<file path="config.mk">
export PLATFORM = sky130hd
export DESIGN_NAME = rtc_alarm_match
export DESIGN_NICKNAME = d
export VERILOG_FILES = /design/src/rtl/rtc_alarm_pkg.sv /design/src/rtl/rtc_alarm_regs.sv /design/src/rtl/rtc_alarm_cmp.sv /design/src/rtl/rtc_alarm_irq.sv /design/src/rtl/rtc_alarm_match.sv
export SDC_FILE = /design/constraint.sdc
export NUM_CORES = 1
export LEC_CHECK = 0
export BUFFER_PORTS_ARGS = -buffer_cell sky130_fd_sc_hd__buf_2
export CAP_MARGIN = 20
export CORE_ASPECT_RATIO = 0.9
export CORE_MARGIN = 1
export CORE_UTILIZATION = 35
export DETAILED_ROUTE_END_ITERATION = 7
export GPL_ROUTABILITY_DRIVEN = 1
export PLACE_DENSITY = 0.64
export REMOVE_ABC_BUFFERS = 1
export SLEW_MARGIN = 20
export SYNTH_ARGS = -nofsm -noshare
export SYNTH_HDL_FRONTEND = slang
export SYNTH_HIERARCHICAL = 1
export SYNTH_SLANG_ARGS = --single-unit
export TNS_END_PERCENT = 5
</file>
<file path="constraint.sdc">
create_clock -name clk_i -period 1.4 [get_ports clk_i]
set_input_delay 0.07 -clock clk_i [delete_from_list [all_inputs] [get_ports clk_i]]
set_output_delay 0.07 -clock clk_i [all_outputs]
set_load 0.005 [all_outputs]
</file>
<file path="src/rtl/rtc_alarm_pkg.sv">
// Shared constants for the RTC alarm match controller.
// Assumes byte-wide registers with the enable bit at the top.
package rtc_alarm_pkg;
    localparam int NUM_FIELDS  = 6;
    localparam int FIELD_SEC   = 0;
    localparam int FIELD_MIN   = 1;
    localparam int FIELD_HOUR  = 2;
    localparam int FIELD_DATE  = 3;
    localparam int FIELD_MONTH = 4;
    localparam int FIELD_WDAY  = 5;
    localparam int ADDR_CTRL   = 6;
    localparam int ADDR_STAT   = 7;

    // Control register: bit 1 auto-clear, bit 0 periodic mode.
    typedef struct packed {
        logic auto_clr;
        logic periodic;
    } ctrl_t;
endpackage

</file>
<file path="src/rtl/rtc_alarm_regs.sv">
// Register file: alarm bytes, control bits and status access.
// Read data is registered. The clear request is produced combinationally
// for the flag logic, which decides priority against a new match.
module rtc_alarm_regs
    import rtc_alarm_pkg::*;
#(
    parameter int ADDR_W = 4,
    parameter int DATA_W = 8
) (
    input  logic                                clk_i,
    input  logic                                rst_ni,
    input  logic                                wr_i,
    input  logic                                rd_i,
    input  logic [ADDR_W-1:0]                   addr_i,
    input  logic [DATA_W-1:0]                   wdata_i,
    input  logic                                flag_i,
    output logic [NUM_FIELDS-1:0][DATA_W-1:0]   alarm_o,
    output ctrl_t                               ctrl_o,
    output logic                                clr_req_o,
    output logic [DATA_W-1:0]                   rdata_o
);
    localparam int CTRL_W = $bits(ctrl_t);

    logic [NUM_FIELDS-1:0][DATA_W-1:0] alarm_q;
    ctrl_t                             ctrl_q;
    logic [DATA_W-1:0]                 rd_val;
    logic                              sel_ctrl;
    logic                              sel_stat;

    assign sel_ctrl = (addr_i == ADDR_W'(ADDR_CTRL));
    assign sel_stat = (addr_i == ADDR_W'(ADDR_STAT));

    // One storage byte per alarm field.
    for (genvar i = 0; i < NUM_FIELDS; i++) begin : g_field
        // Purpose: store a written alarm byte.
        always_ff @(posedge clk_i) begin
            if (!rst_ni) begin
                alarm_q[i] <= '0;
            end else if (wr_i && addr_i == ADDR_W'(i)) begin
                alarm_q[i] <= wdata_i;
            end
        end
    end

    // Purpose: store the mode bits.
    always_ff @(posedge clk_i) begin
        if (!rst_ni) begin
            ctrl_q <= '0;
        end else if (wr_i && sel_ctrl) begin
            ctrl_q <= ctrl_t'(wdata_i[CTRL_W-1:0]);
        end
    end

    // Purpose: clear request from a zero write or an auto-clearing read.
    assign clr_req_o = (wr_i && sel_stat && !wdata_i[0])
                     || (rd_i && sel_stat && ctrl_q.auto_clr);

    // Purpose: select the read value for the addressed register.
    always_comb begin
        rd_val = '0;
        for (int i = 0; i < NUM_FIELDS; i++) begin
            if (addr_i == ADDR_W'(i)) begin
                rd_val = alarm_q[i];
            end
        end
        if (sel_ctrl) begin
            rd_val = {{(DATA_W-CTRL_W){1'b0}}, ctrl_q};
        end
        if (sel_stat) begin
            rd_val = {{(DATA_W-1){1'b0}}, flag_i};
        end
    end

    // Purpose: register the read data on a read strobe.
    always_ff @(posedge clk_i) begin
        if (!rst_ni) begin
            rdata_o <= '0;
        end else if (rd_i) begin
            rdata_o <= rd_val;
        end
    end

    assign alarm_o = alarm_q;
    assign ctrl_o  = ctrl_q;
endmodule

</file>
<file path="src/rtl/rtc_alarm_cmp.sv">
// Field comparator: builds an entry-edge match event from the enabled fields.
// Assumes the time bytes are stable whenever tick_i is high.
module rtc_alarm_cmp #(
    parameter int NUM_FIELDS = 6,
    parameter int DATA_W     = 8
) (
    input  logic                              clk_i,
    input  logic                              rst_ni,
    input  logic                              tick_i,
    input  logic [NUM_FIELDS-1:0][DATA_W-1:0] now_i,
    input  logic [NUM_FIELDS-1:0][DATA_W-1:0] alarm_i,
    output logic                              fire_o,
    output logic                              any_en_o
);
    localparam int VAL_W = DATA_W - 1;

    logic [NUM_FIELDS-1:0] en;
    logic [NUM_FIELDS-1:0] hit;
    logic [NUM_FIELDS-1:0] now_msb;
    logic                  match;
    logic                  prev_q;
    logic                  unused_now_msb;

    // One compare lane per field; a disabled lane always hits.
    for (genvar i = 0; i < NUM_FIELDS; i++) begin : g_lane
        assign en[i]      = alarm_i[i][DATA_W-1];
        assign hit[i]     = !en[i] || (alarm_i[i][VAL_W-1:0] == now_i[i][VAL_W-1:0]);
        assign now_msb[i] = now_i[i][DATA_W-1];
    end

    assign unused_now_msb = ^now_msb;
    assign any_en_o       = |en;
    assign match          = any_en_o && (&hit);

    // Purpose: remember whether the previous tick matched.
    always_ff @(posedge clk_i) begin
        if (!rst_ni) begin
            prev_q <= 1'b0;
        end else if (tick_i) begin
            prev_q <= match;
        end
    end

    // Purpose: fire only on entry into a matching time.
    assign fire_o = tick_i && match && !prev_q;
endmodule

</file>
<file path="src/rtl/rtc_alarm_irq.sv">
// Flag and interrupt driver. One-shot mode drives the output level from the
// flag; periodic mode drives a fixed-length pulse. Assumes PULSE_LEN >= 1.
module rtc_alarm_irq #(
    parameter int PULSE_LEN = 4
) (
    input  logic clk_i,
    input  logic rst_ni,
    input  logic fire_i,
    input  logic periodic_i,
    input  logic clr_req_i,
    output logic flag_o,
    output logic irq_no
);
    localparam int CNT_W = $clog2(PULSE_LEN + 1);

    logic             flag_q;
    logic [CNT_W-1:0] cnt_q;

    // Purpose: sticky flag; a new match wins over a clear in the same cycle.
    always_ff @(posedge clk_i) begin
        if (!rst_ni) begin
            flag_q <= 1'b0;
        end else if (fire_i) begin
            flag_q <= 1'b1;
        end else if (clr_req_i) begin
            flag_q <= 1'b0;
        end
    end

    // Purpose: count down the periodic pulse length.
    always_ff @(posedge clk_i) begin
        if (!rst_ni) begin
            cnt_q <= '0;
        end else if (fire_i && periodic_i) begin
            cnt_q <= CNT_W'(PULSE_LEN);
        end else if (cnt_q != '0) begin
            cnt_q <= cnt_q - 1'b1;
        end
    end

    // Purpose: select the output behaviour by mode.
    assign irq_no = periodic_i ? (cnt_q == '0) : !flag_q;
    assign flag_o = flag_q;
endmodule

</file>
<file path="src/rtl/rtc_alarm_match.sv">
// Top of the RTC alarm match controller. Packs the time bytes into field
// order and wires the register file, comparator and interrupt driver.
// Assumes the interrupt pin is not shared with a frequency output.
module rtc_alarm_match
    import rtc_alarm_pkg::*;
#(
    parameter int PULSE_LEN = 4,
    parameter int ADDR_W    = 4,
    parameter int DATA_W    = 8
) (
    input  logic              clk_i,
    input  logic              rst_ni,
    input  logic              tick_i,
    input  logic [DATA_W-1:0] tm_sec_i,
    input  logic [DATA_W-1:0] tm_min_i,
    input  logic [DATA_W-1:0] tm_hour_i,
    input  logic [DATA_W-1:0] tm_date_i,
    input  logic [DATA_W-1:0] tm_month_i,
    input  logic [DATA_W-1:0] tm_wday_i,
    input  logic              bus_wr_i,
    input  logic              bus_rd_i,
    input  logic [ADDR_W-1:0] bus_addr_i,
    input  logic [DATA_W-1:0] bus_wdata_i,
    output logic [DATA_W-1:0] bus_rdata_o,
    output logic              alarm_flag_o,
    output logic              irq_no
);
    logic [NUM_FIELDS-1:0][DATA_W-1:0] now;
    logic [NUM_FIELDS-1:0][DATA_W-1:0] alarm;
    ctrl_t                             ctrl;
    logic                              clr_req;
    logic                              fire;
    logic                              any_en;

    // Purpose: arrange the time bytes in register-map order.
    always_comb begin
        now[FIELD_SEC]   = tm_sec_i;
        now[FIELD_MIN]   = tm_min_i;
        now[FIELD_HOUR]  = tm_hour_i;
        now[FIELD_DATE]  = tm_date_i;
        now[FIELD_MONTH] = tm_month_i;
        now[FIELD_WDAY]  = tm_wday_i;
    end

    rtc_alarm_regs #(
        .ADDR_W (ADDR_W),
        .DATA_W (DATA_W)
    ) regs_i (
        .clk_i     (clk_i),
        .rst_ni    (rst_ni),
        .wr_i      (bus_wr_i),
        .rd_i      (bus_rd_i),
        .addr_i    (bus_addr_i),
        .wdata_i   (bus_wdata_i),
        .flag_i    (alarm_flag_o),
        .alarm_o   (alarm),
        .ctrl_o    (ctrl),
        .clr_req_o (clr_req),
        .rdata_o   (bus_rdata_o)
    );

    rtc_alarm_cmp #(
        .NUM_FIELDS (NUM_FIELDS),
        .DATA_W     (DATA_W)
    ) cmp_i (
        .clk_i    (clk_i),
        .rst_ni   (rst_ni),
        .tick_i   (tick_i),
        .now_i    (now),
        .alarm_i  (alarm),
        .fire_o   (fire),
        .any_en_o (any_en)
    );

    rtc_alarm_irq #(
        .PULSE_LEN (PULSE_LEN)
    ) irq_i (
        .clk_i      (clk_i),
        .rst_ni     (rst_ni),
        .fire_i     (fire),
        .periodic_i (ctrl.periodic),
        .clr_req_i  (clr_req),
        .flag_o     (alarm_flag_o),
        .irq_no     (irq_no)
    );
endmodule

</file>
# Word-level counts from Yosys, hierarchy flattened
# Cells that the tools add are included.
# word_totals
ff_bits	63
latchBits	0
ramBits	0
romBits	0
in_bits	65
word_cells	80
n_memories	0
# classes
n_addsub	1
multipliers	0
div_mod_pow	0
magnitude_cmp	0
n_eq_ne	13
shift	0
muxes	13
bitwise_logic	1
reduce_logical	39
# ops
op	n
$mux 8	8
$eq 7x7->1	6
$eq 4x3->1 const B	4
$logic_and 1x1->1	15
$logic_not 1->1	9
$eq 4x2->1 const B	2
$logic_or 1x1->1	7
$mux 3	2
$reduce_and 6->1	1
$reduce_or 6->1	1
$eq 4x1->1 const B	1
$logic_not 4->1	1
$reduce_bool 2->1	2
$logic_not 3->1	1
$mux 1	3
$reduce_bool 3->1	1
$sub 3x1->3 const B	1
$reduce_or 2->1	1
$not 1->1	1

# Longest topological paths before layout
# Gate-level depths: netlist of the first run.
# depth
ltp_word	9
ltp_mapped	8
ltp_nobuf	8

# By module
# Netlist of the first run, hierarchy kept.
# by_module_without_submodules
mod	instances	cells_each	area_per_inst_um2	seq_area_each_um2
rtc_alarm_regs	1	302	2736.4	1161.1
rtc_alarm_cmp	1	66	600.6	20.0
rtc_alarm_irq	1	21	207.7	80.1

# Worst setup path before layout of the first run
# OpenSTA, ideal clock, no wires.
# synth_path
path_kind	register to register
startpoint	register regs_i.alarm_q (netlist bit regs_i/alarm_o[0])
endpoint	register irq_i.cnt_q[1]
setup_time_ns	0.119
arrival_time_ns	1.321
path_slack_ns	-0.040
path_stages_with_launch	8
path_buffers	0
synth_period_minus_slack_ns	1.440
cell_sequence	dfxtp_1 > xor2_1 > o41ai_4 > nand3_1 > nor3_2 > nand2_1 > nand2_1 > a211oi_2
# synth_between
elab_chain_len	8
# synth_rtl
item	line	rtl
from (decl)	rtc_alarm_regs.sv:24	logic [NUM_FIELDS-1:0][DATA_W-1:0] alarm_q;
from (signal, indexed assignment)	rtc_alarm_regs.sv:40	alarm_q[i] <= wdata_i;
$eq 7x7->1	rtc_alarm_cmp.sv:27	assign hit[i] = !en[i] || (alarm_i[i][VAL_W-1:0] == now_i[i][VAL_W-1:0]);
$logic_or 1x1->1	rtc_alarm_cmp.sv:27	
$reduce_and 6->1	rtc_alarm_cmp.sv:33	assign match = any_en_o && (&hit);
$logic_and 1x1->1	rtc_alarm_cmp.sv:33	
$logic_and 1x1->1 (2 in series)	rtc_alarm_cmp.sv:45	assign fire_o = tick_i && match && !prev_q;
via fire	rtc_alarm_match.sv:32	logic fire;
$logic_and 1x1->1	rtc_alarm_irq.sv:34	end else if (fire_i && periodic_i) begin
$reduce_or 2->1 (no line)	n/a	
to (signal assigned)	rtc_alarm_irq.sv:35	cnt_q <= CNT_W'(PULSE_LEN);
to (signal assigned)	rtc_alarm_irq.sv:37	cnt_q <= cnt_q - 1'b1;
to (decl)	rtc_alarm_irq.sv:17	logic [CNT_W-1:0] cnt_q;
# The timed path passes the listed nets, and every way through them passes these cells.
# A chain may end at the register's enable or synchronous reset.

# Worst setup path after layout of the first run
# layout_path
startpoint	register regs_i.alarm_q (netlist bit regs_i/alarm_o[36])
endpoint	register irq_i.cnt_q[1]
# The elaborated chain is that of the path after synthesis.

==> results by group, run 1 <==
Synth
  – Synth area leader: dfxtp_1
  – Yosys Warn Count: 6
  – Post-synth EDFFs: 0
  – Post-synthesis cell area: 0.00354 mm2
  – Top_reg_cell synth: dfxtp_1
  – Synthesized flop and latch total: 63
  – Top cell type's share of synthesized area: between 30% and 40%
  – Largest cells by area after synthesis: dfxtp_1 (36%), mux2i_1 (10%), nor2b_1 (6.2%)
  – Cells after Synth: 389
  – Post-synthesis sequential area ratio: 35.6%
  – Distinct cell type count after synthesis: 49
  – Syn_area_per_cell: 9.11 um2
  – FFs w/ async S/R, synth: 0%

Status
  – Violated checks: negative setup slack
  – Status: complete, but fails checks

Clock tree
  – Clk slew on worst S/H paths: 0.07 ns
  – # clock sinks: 63
  – CTS tree: yes
  – CTS H-tree depth: 3
  – Clk_lat worst skew: 0.34 ns
  – CTS max path bufs: 2
  – TritonCTS Buffers: 9
  – Clk root buf: clkbuf_8
  – Post-CTS Setup Repair Bufs: 0

Drt
  – DR iter-0 viols: approximately 190
  – DR pass1 iterations: 4
  – DRT antenna net count: 0
  – Post-Route WL: 10,700 um
  – Routed vias/inst: between 5 and 6
  – Routed wire length per instance: 16.7 um
  – Vias: 3,360
  – Post-route DRC: 0

Global routing
  – Initial antenna violation count: 0
  – Grt ovf: 0
  – Number of global-route vias before repair: 3,219
  – First-pass GRT wire length: 16,900 um
  – Largest net degree at the start of global routing: 57
  – GRT Util Overall: 21.4%

Final layout
  – Synthesis-to-finish area growth: 34.9%
  – Sequential cell area: 0.00128 mm2
  – Multi-input logic area: 0.00226 mm2
  – Diodes inserted: 0
  – Non-filler cells, final: about 650
  – Layout cells sized above 1: 35.6%
  – Final Cell Area: 0.00478 mm2
  – Util after Layout: about half
  – Number of fill cells: 906
  – Layout net count: approximately 580

Place
  – Cells after DPL: 630
  – DP Area: ~0.0045 mm2
  – Detailed Place HPWL: 8140 um
  – Final GP Congestion: 0.835
  – Port buffer count: 68

Timing
  – Unrepaired setup endpoints after global routing: true
  – Max Fclk: roughly 600 MHz
  – Count of pins over their slew limit: 0
  – Worst Tran Pin Value: 0.460 ns
  – Post-Route Hold Slack: 0.0375 ns
  – Fin crit share: 119%
  – Crit path time final: between 1.5 and 2 ns
  – Final hold viol count: 0
  – Final setup fails: 5
  – Slew headroom: a little over two thirds
  – Final Skew: between 0.005 and 0.006 ns
  – Fin worst setup slack: -0.267 ns

Floorplan
  – Core area: 0.00974 mm2
  – Die X: 108 um
  – Initial Util: 36.4%
  – IO Pins: 75
  – FP Rows: 34
  – Die Ht: 97.5 um
  – Die area: roughly 0.011 mm2

Worst setup path
  – CP peak stage delay: 0.33 ns
  – Crit path kind: flop to flop
  – Reg2reg start: regs_i/alarm_o[36]
  – Worst R2R Path Depth: 8
  – Cell chain of the critical path: xnor2_1 > nand4_1 > o41ai_4 > nand3_2 > nor3_2 > nand2_1 > nand2_2 > a211oi_2
  – Max stage delay cell, worst path: dfxtp_2
  – Buf/Inv on CP: 0
  – Startpoint types: flop
  – Setup slack, reg-to-reg: -0.27 ns
  – Critical Path RT: 1.63 ns
  – Critical-path maximum fanout: 2
  – Crit-path leading delay family: simple AND/OR/NAND/NOR gates
  – R2R Path End: irq_i/cnt_q[1]
  – Crit. Startpoint: regs_i/alarm_o[36]
  – Critical path endpoint: irq_i/cnt_q[1]
  – CP endpoint kind: flop
  – Critical Path AT: 1.90 ns
  – Crit. path cell count: 8

Job
  – Number of max-cap violations: 0

Pwr
  – P_leak: about 0.002 uW
  – Power Density: 851 mW/mm2
  – Worst vdd ir: around 0.00039 V

Min path
  – Worst hold path type: primary input to flop
layout by cell type, fill, tap and decap left out, types with 2 or more instances in the layout:
master    netlist  layout
buf_2           8      68
buf_4           1      64
dfxtp_1        63      51
nand2_1        40      39
mux2i_1        36      36
nor2b_1        35      35
a21boi_0       25      25
nand3_1        26      25
xnor2_1        25      21
xor2_1         18      18
o21ai_0        18      18
dfxtp_2         0      12
clkbuf_8        0      10
nand4_1         9       9
a21oi_1         9       9
nand3b_1        6       6
nor2_1          5       5
buf_12          0       5
nor3b_1         5       5
o221a_2         5       5
clkbuf_1       12       4
o41ai_4         1       4
xnor2_2         0       4
nand3_2         2       3
inv_1           3       3
and3_1          3       3
o41ai_2         5       2
ha_1            2       2
nor3_1          2       2
a22oi_1         2       2
cell type report:
type	instances	share of cell area, %
Clock buffer	14	3.19
Clock inverter	1	0.105
Inverter	3	0.236
Multi-Input combinational cell	301	47.2
Sequential cell	63	26.7
Tap cell	126	3.30
Timing Repair Buffer	137	19.3
kinds of logic after synthesis:
| kind of cell | synth area share (%) |
|---|---|
| simple gates | 22.6 |
| compound gates | 17.1 |
| flops | 35.6 |
| xor+xnor | 10.6 |
| mux | 10.2 |
| buf+inv | 3.25 |
| fa+ha+maj | 0.706 |
synthesized netlist by cell type, drive strengths merged (2+ instances only):
master	n
nand2	40
xor2	18
nor2	6
nand3	28
o221a	5
a21boi	25
buf	10
clkbuf	12
o21ai	19
a211oi	2
a22oi	2
nand4	9
xnor2	25
nand3b	6
mux2i	36
ha	2
o41ai	6
nor3b	6
nor3	3
dfxtp	63
inv	3
and3	3
nand2b	2
nor2b	35
a21oi	9
routing by layer:
metal | vias to the layer above | part of all wire [%] | track usage, % | routed length (um)
met3 | 21 | 6.1 | 4.43 | 657
met2 | 111 | 45 | 33.0 | 4870
met5 | - | 0 | 0 | 0
met4 | 0 | 2.2 | 7.38 | 240
li1 | 1634 | - | - | -
met1 | 1594 | 46 | 29.4 | 4970
state kept, by name (all words and copies together) (netlist names):
name,flops
regs_i/rdata_o,8
regs_i/alarm_o,48
irq_i/cnt_q,3
cmp_i/prev_q,1
regs_i/ctrl_o,2
irq_i/flag_o,1
worst min-delay path: stages:
cell and delay, ns:
buf_2 0.11, nand3b_1 0.10, o21ai_1 0.06
per-stage QoR:
step,setup TNS [ns],total power [uW],setup slack [ns]
2_1_floorplan,-1.39,2340,-0.164
3_3_place_gp,-2.76,2690,-0.317
3_5_place_dp,-3.02,2710,-0.343
4_1_cts,-0.924,4090,-0.279
5_1_grt,-1.48,4250,-0.386
6_report,-0.898,4070,-0.267
how the worst min path moves through the flow:
stage	from	to	cells past startpoint
floorplan	rst_ni	irq_i/flag_o	1
global placement	tick_i	cmp_i/prev_q	3
detailed placement	tick_i	cmp_i/prev_q	3
CTS	tick_i	cmp_i/prev_q	3
global route	tick_i	cmp_i/prev_q	3
finish	tick_i	cmp_i/prev_q	3
power by group:
part	leakage, uW	internal (uW)	switching, uW
logic	0.00140	385	415
registers	0.000515	1850	39.7
clock network	0.0000805	682	693
total	0.00199	2920	1150
timing repair:
action,CTS,global route
hold buffers,0,0
pin swaps,4,2
gates resized for setup,17,6
setup endpoints to repair,5,7
(Power assumes the default switching activity.)
==> run 2: changes to the inputs <==
Settings changed: REMOVE_ABC_BUFFERS 1 to default.
==> run 2 against run 1 <==
Effect of this change:
- the run still ends with negative setup slack left
- flip-flop and latch count unchanged
- global-route usage increased by 0.24 points
- clock skew increased by 0.0041 ns
- sequential power about the same
- cell count increased by 1.7%
- combinational power increased by 4.5%
- utilization increased by 0.24 points
- clock power increased by 23%
- die area unchanged
- critical path type unchanged
- critical path depth increased by 1
- first-iteration DRC count decreased by 4.8%
- largest power group unchanged
- design area increased by 0.50%
==> results by group, run 2 (synthesis gave the netlist of run 1 again) <==
Status
  – Status: complete, but fails checks
  – Violated checks: negative setup slack

Min path
  – Worst hold path type: primary input to flop

Global routing
  – Initial antenna violation count: 0 (unchanged)
  – Grt ovf: 0 (unchanged)
  – Number of global-route vias before repair: 3,335 (+3.6%)
  – Largest net degree at the start of global routing: 33 (-42%)
  – First-pass GRT wire length: 17,100 um (+1.1%)
  – GRT Util Overall: 21.7% (+0.24 points)

Floorplan
  – IO Pins: 75 (unchanged)
  – Core area: 0.00974 mm2 (unchanged)
  – Die area: 0.0105 mm2 (unchanged)
  – Die Ht: 97.5 um (unchanged)
  – Initial Util: 36.4% (unchanged)
  – Die X: 108 um (unchanged)
  – FP Rows: 34 (unchanged)

Job
  – Number of max-cap violations: 0 (unchanged)

Timing
  – Worst Tran Pin Value: 0.436 ns (-0.0235 ns)
  – Final setup fails: 6 (+1)
  – Crit path time final: 1.81 ns (+0.140 ns)
  – Fin crit share: 129% (+10 points)
  – Fin worst setup slack: -0.407 ns (-0.140 ns)
  – Final hold viol count: 0 (unchanged)
  – Setup TNS: -1.54 ns (-0.645 ns)
  – Final Skew: 0.00943 ns (+0.00412 ns)
  – Unrepaired setup endpoints after global routing: true
  – Max Fclk: 553 MHz (-7.8%)
  – Count of pins over their slew limit: 0 (unchanged)
  – Slew headroom: 70.7% (+1.3 points)

Final layout
  – Final Cell Area: 0.00480 mm2 (+0.50%)
  – Layout net count: 592 (+1.7%)
  – Most common cell after layout, fill and taps aside: buf_4
  – Diodes inserted: 0 (unchanged)
  – Commonest cells after routing, fill and taps aside: buf_4 (78), buf_2 (68), dfxtp_1 (59)
  – Util after Layout: 49.3% (+0.24 points)
  – Layout cells sized above 1: 35.3% (-0.36 points)
  – Synthesis-to-finish area growth: 35.5%
  – Number of fill cells: 930 (+2.6%)
  – Largest register FFs: 48 (unchanged)

Clock tree
  – # clock sinks: 63 (unchanged)
  – TritonCTS Buffers: 9 (unchanged)
  – Clk_lat worst skew: 0.35 ns (about the same)
  – CTS Hold Buffers Added: 0 (unchanged)
  – Clk root buf: clkbuf_8
  – Clk slew on worst S/H paths: 0.07 ns (about the same)
  – CTS max path bufs: 2 (unchanged)
  – CTS H-tree depth: 3 (unchanged)
  – CTS tree: yes

Place
  – Detailed Place HPWL: 8330 um (+2.3%)
  – Port buffer count: 68 (unchanged)
  – Final GP Congestion: 0.867 (+3.9%)
  – DP Area: 0.00454 mm2 (+0.55%)
  – Worst slack at placement: -0.413 ns (-0.0700 ns)

Worst setup path
  – R2R Path End: irq_i/cnt_q[1]
  – Crit. Startpoint: regs_i/alarm_o[43]
  – Reg2reg start: regs_i/alarm_o[43]
  – Critical-path maximum fanout: 2 (unchanged)
  – Crit. path cell count: 9 (+1)
  – Cell chain of the critical path: xnor2_1 > nand4_1 > o41ai_4 > buf_4 > nand4_1 > nor3_2 > nand2_1 > nand2_1 > a211oi_2
  – Worst R2R Path Depth: 9 (+1)
  – Crit path kind: flop to flop
  – CP endpoint kind: flop
  – Critical Path RT: 1.64 ns (about the same)
  – Max stage delay cell, worst path: dfxtp_2
  – Setup slack, reg-to-reg: -0.41 ns (-0.14 ns)
  – CP peak stage delay: 0.33 ns (about the same)
  – Crit-path leading delay family: simple AND/OR/NAND/NOR gates
  – Buf/Inv on CP: 1 (+1)
  – Startpoint types: flop
  – Critical Path AT: 2.05 ns (+0.15 ns)
  – Critical path endpoint: irq_i/cnt_q[1]

Synth
  – Syn nets: between 400 and 500

Drt
  – DRT antenna net count: 0 (unchanged)
  – Routed vias/inst: 5.19 (-0.39%)
  – Routed wire length per instance: 16.9 um (+1.3%)
  – DR pass1 iterations: 5 (+1)
  – Post-route DRC: 0 (unchanged)
  – DR iter-0 viols: 178 (-4.8%)
  – Post-Route WL: 11,100 um (+3.1%)
  – Vias: 3,404 (+1.3%)

Pwr
  – Power Density: 919 mW/mm2 (+8.0%)
  – Total power draw: 4420 uW (+8.5%)
  – P_leak: 0.00202 uW (+1.5%)
  – Worst vdd ir: 0.000359 V (-8.0%)
==> run 2: cell count changes in the layout (fill, tap and decap cells not counted), sizes merged <==
cell	delta
buf	+10
bufinv	+1
clkinv	+1
clkbuf	-1
==> run 2: metrics by stage <==
stage | instances | hold WS [ns]
final | 656 | 0.0440
after global routing | 656 | 0.0402
after CTS | 656 | 0.0229
after detailed placement | 640 | 0.392
after global placement | 640 | 0.369
after floorplan | 389 | 0.188
==> run 2: tightest hold or removal path, cell delays in order <==
cell and delay [ns]:
buf_2 0.10, nand3b_1 0.10, o21ai_1 0.06
==> run 2: worst min path at each step <==
stage,slack [ns],to,cells after the start,from
after global placement,0.37,cmp_i/prev_q,3,tick_i
after CTS,0.02,cmp_i/prev_q,3,tick_i
final,0.04,cmp_i/prev_q,3,tick_i
after detailed placement,0.39,cmp_i/prev_q,3,tick_i
after global routing,0.04,cmp_i/prev_q,3,tick_i
after floorplan,0.19,irq_i/flag_o,1,rst_ni
==> run 2: power breakdown <==
group          internal, uW  switching (uW)  total, uW
Clock                   963             723       1690
Sequential             1850            40.4       1890
Combinational           406             430        836
==> run 2: area by class of cell <==
class	instances	area, um2	area share, %
clock buffers	13	169	3.52
clock inverters	3	40.0	0.833
inverters	3	11.3	0.234
multi-input cells	301	2210	46.1
flip-flops and latches	63	1270	26.4
well taps	126	158	3.28
repair buffers	147	946	19.7
==> run 2: routing by layer <==
| metal | global-route usage, % | wire (um) | vias to the layer above |
|---|---|---|---|
| met5 | 0 | 0 | - |
| met4 | 9.69 | 283 | 0 |
| met3 | 3.22 | 710 | 23 |
| met2 | 33.1 | 5040 | 128 |
| met1 | 29.9 | 5030 | 1598 |
| li1 | - | - | 1655 |
==> run 2: timing repair <==
action,in CTS,in global routing
buffers inserted,0,0
endpoints found under the setup margin,6,8
hold endpoints to repair,0,0
pin swaps,1,1
resized for setup,6,4
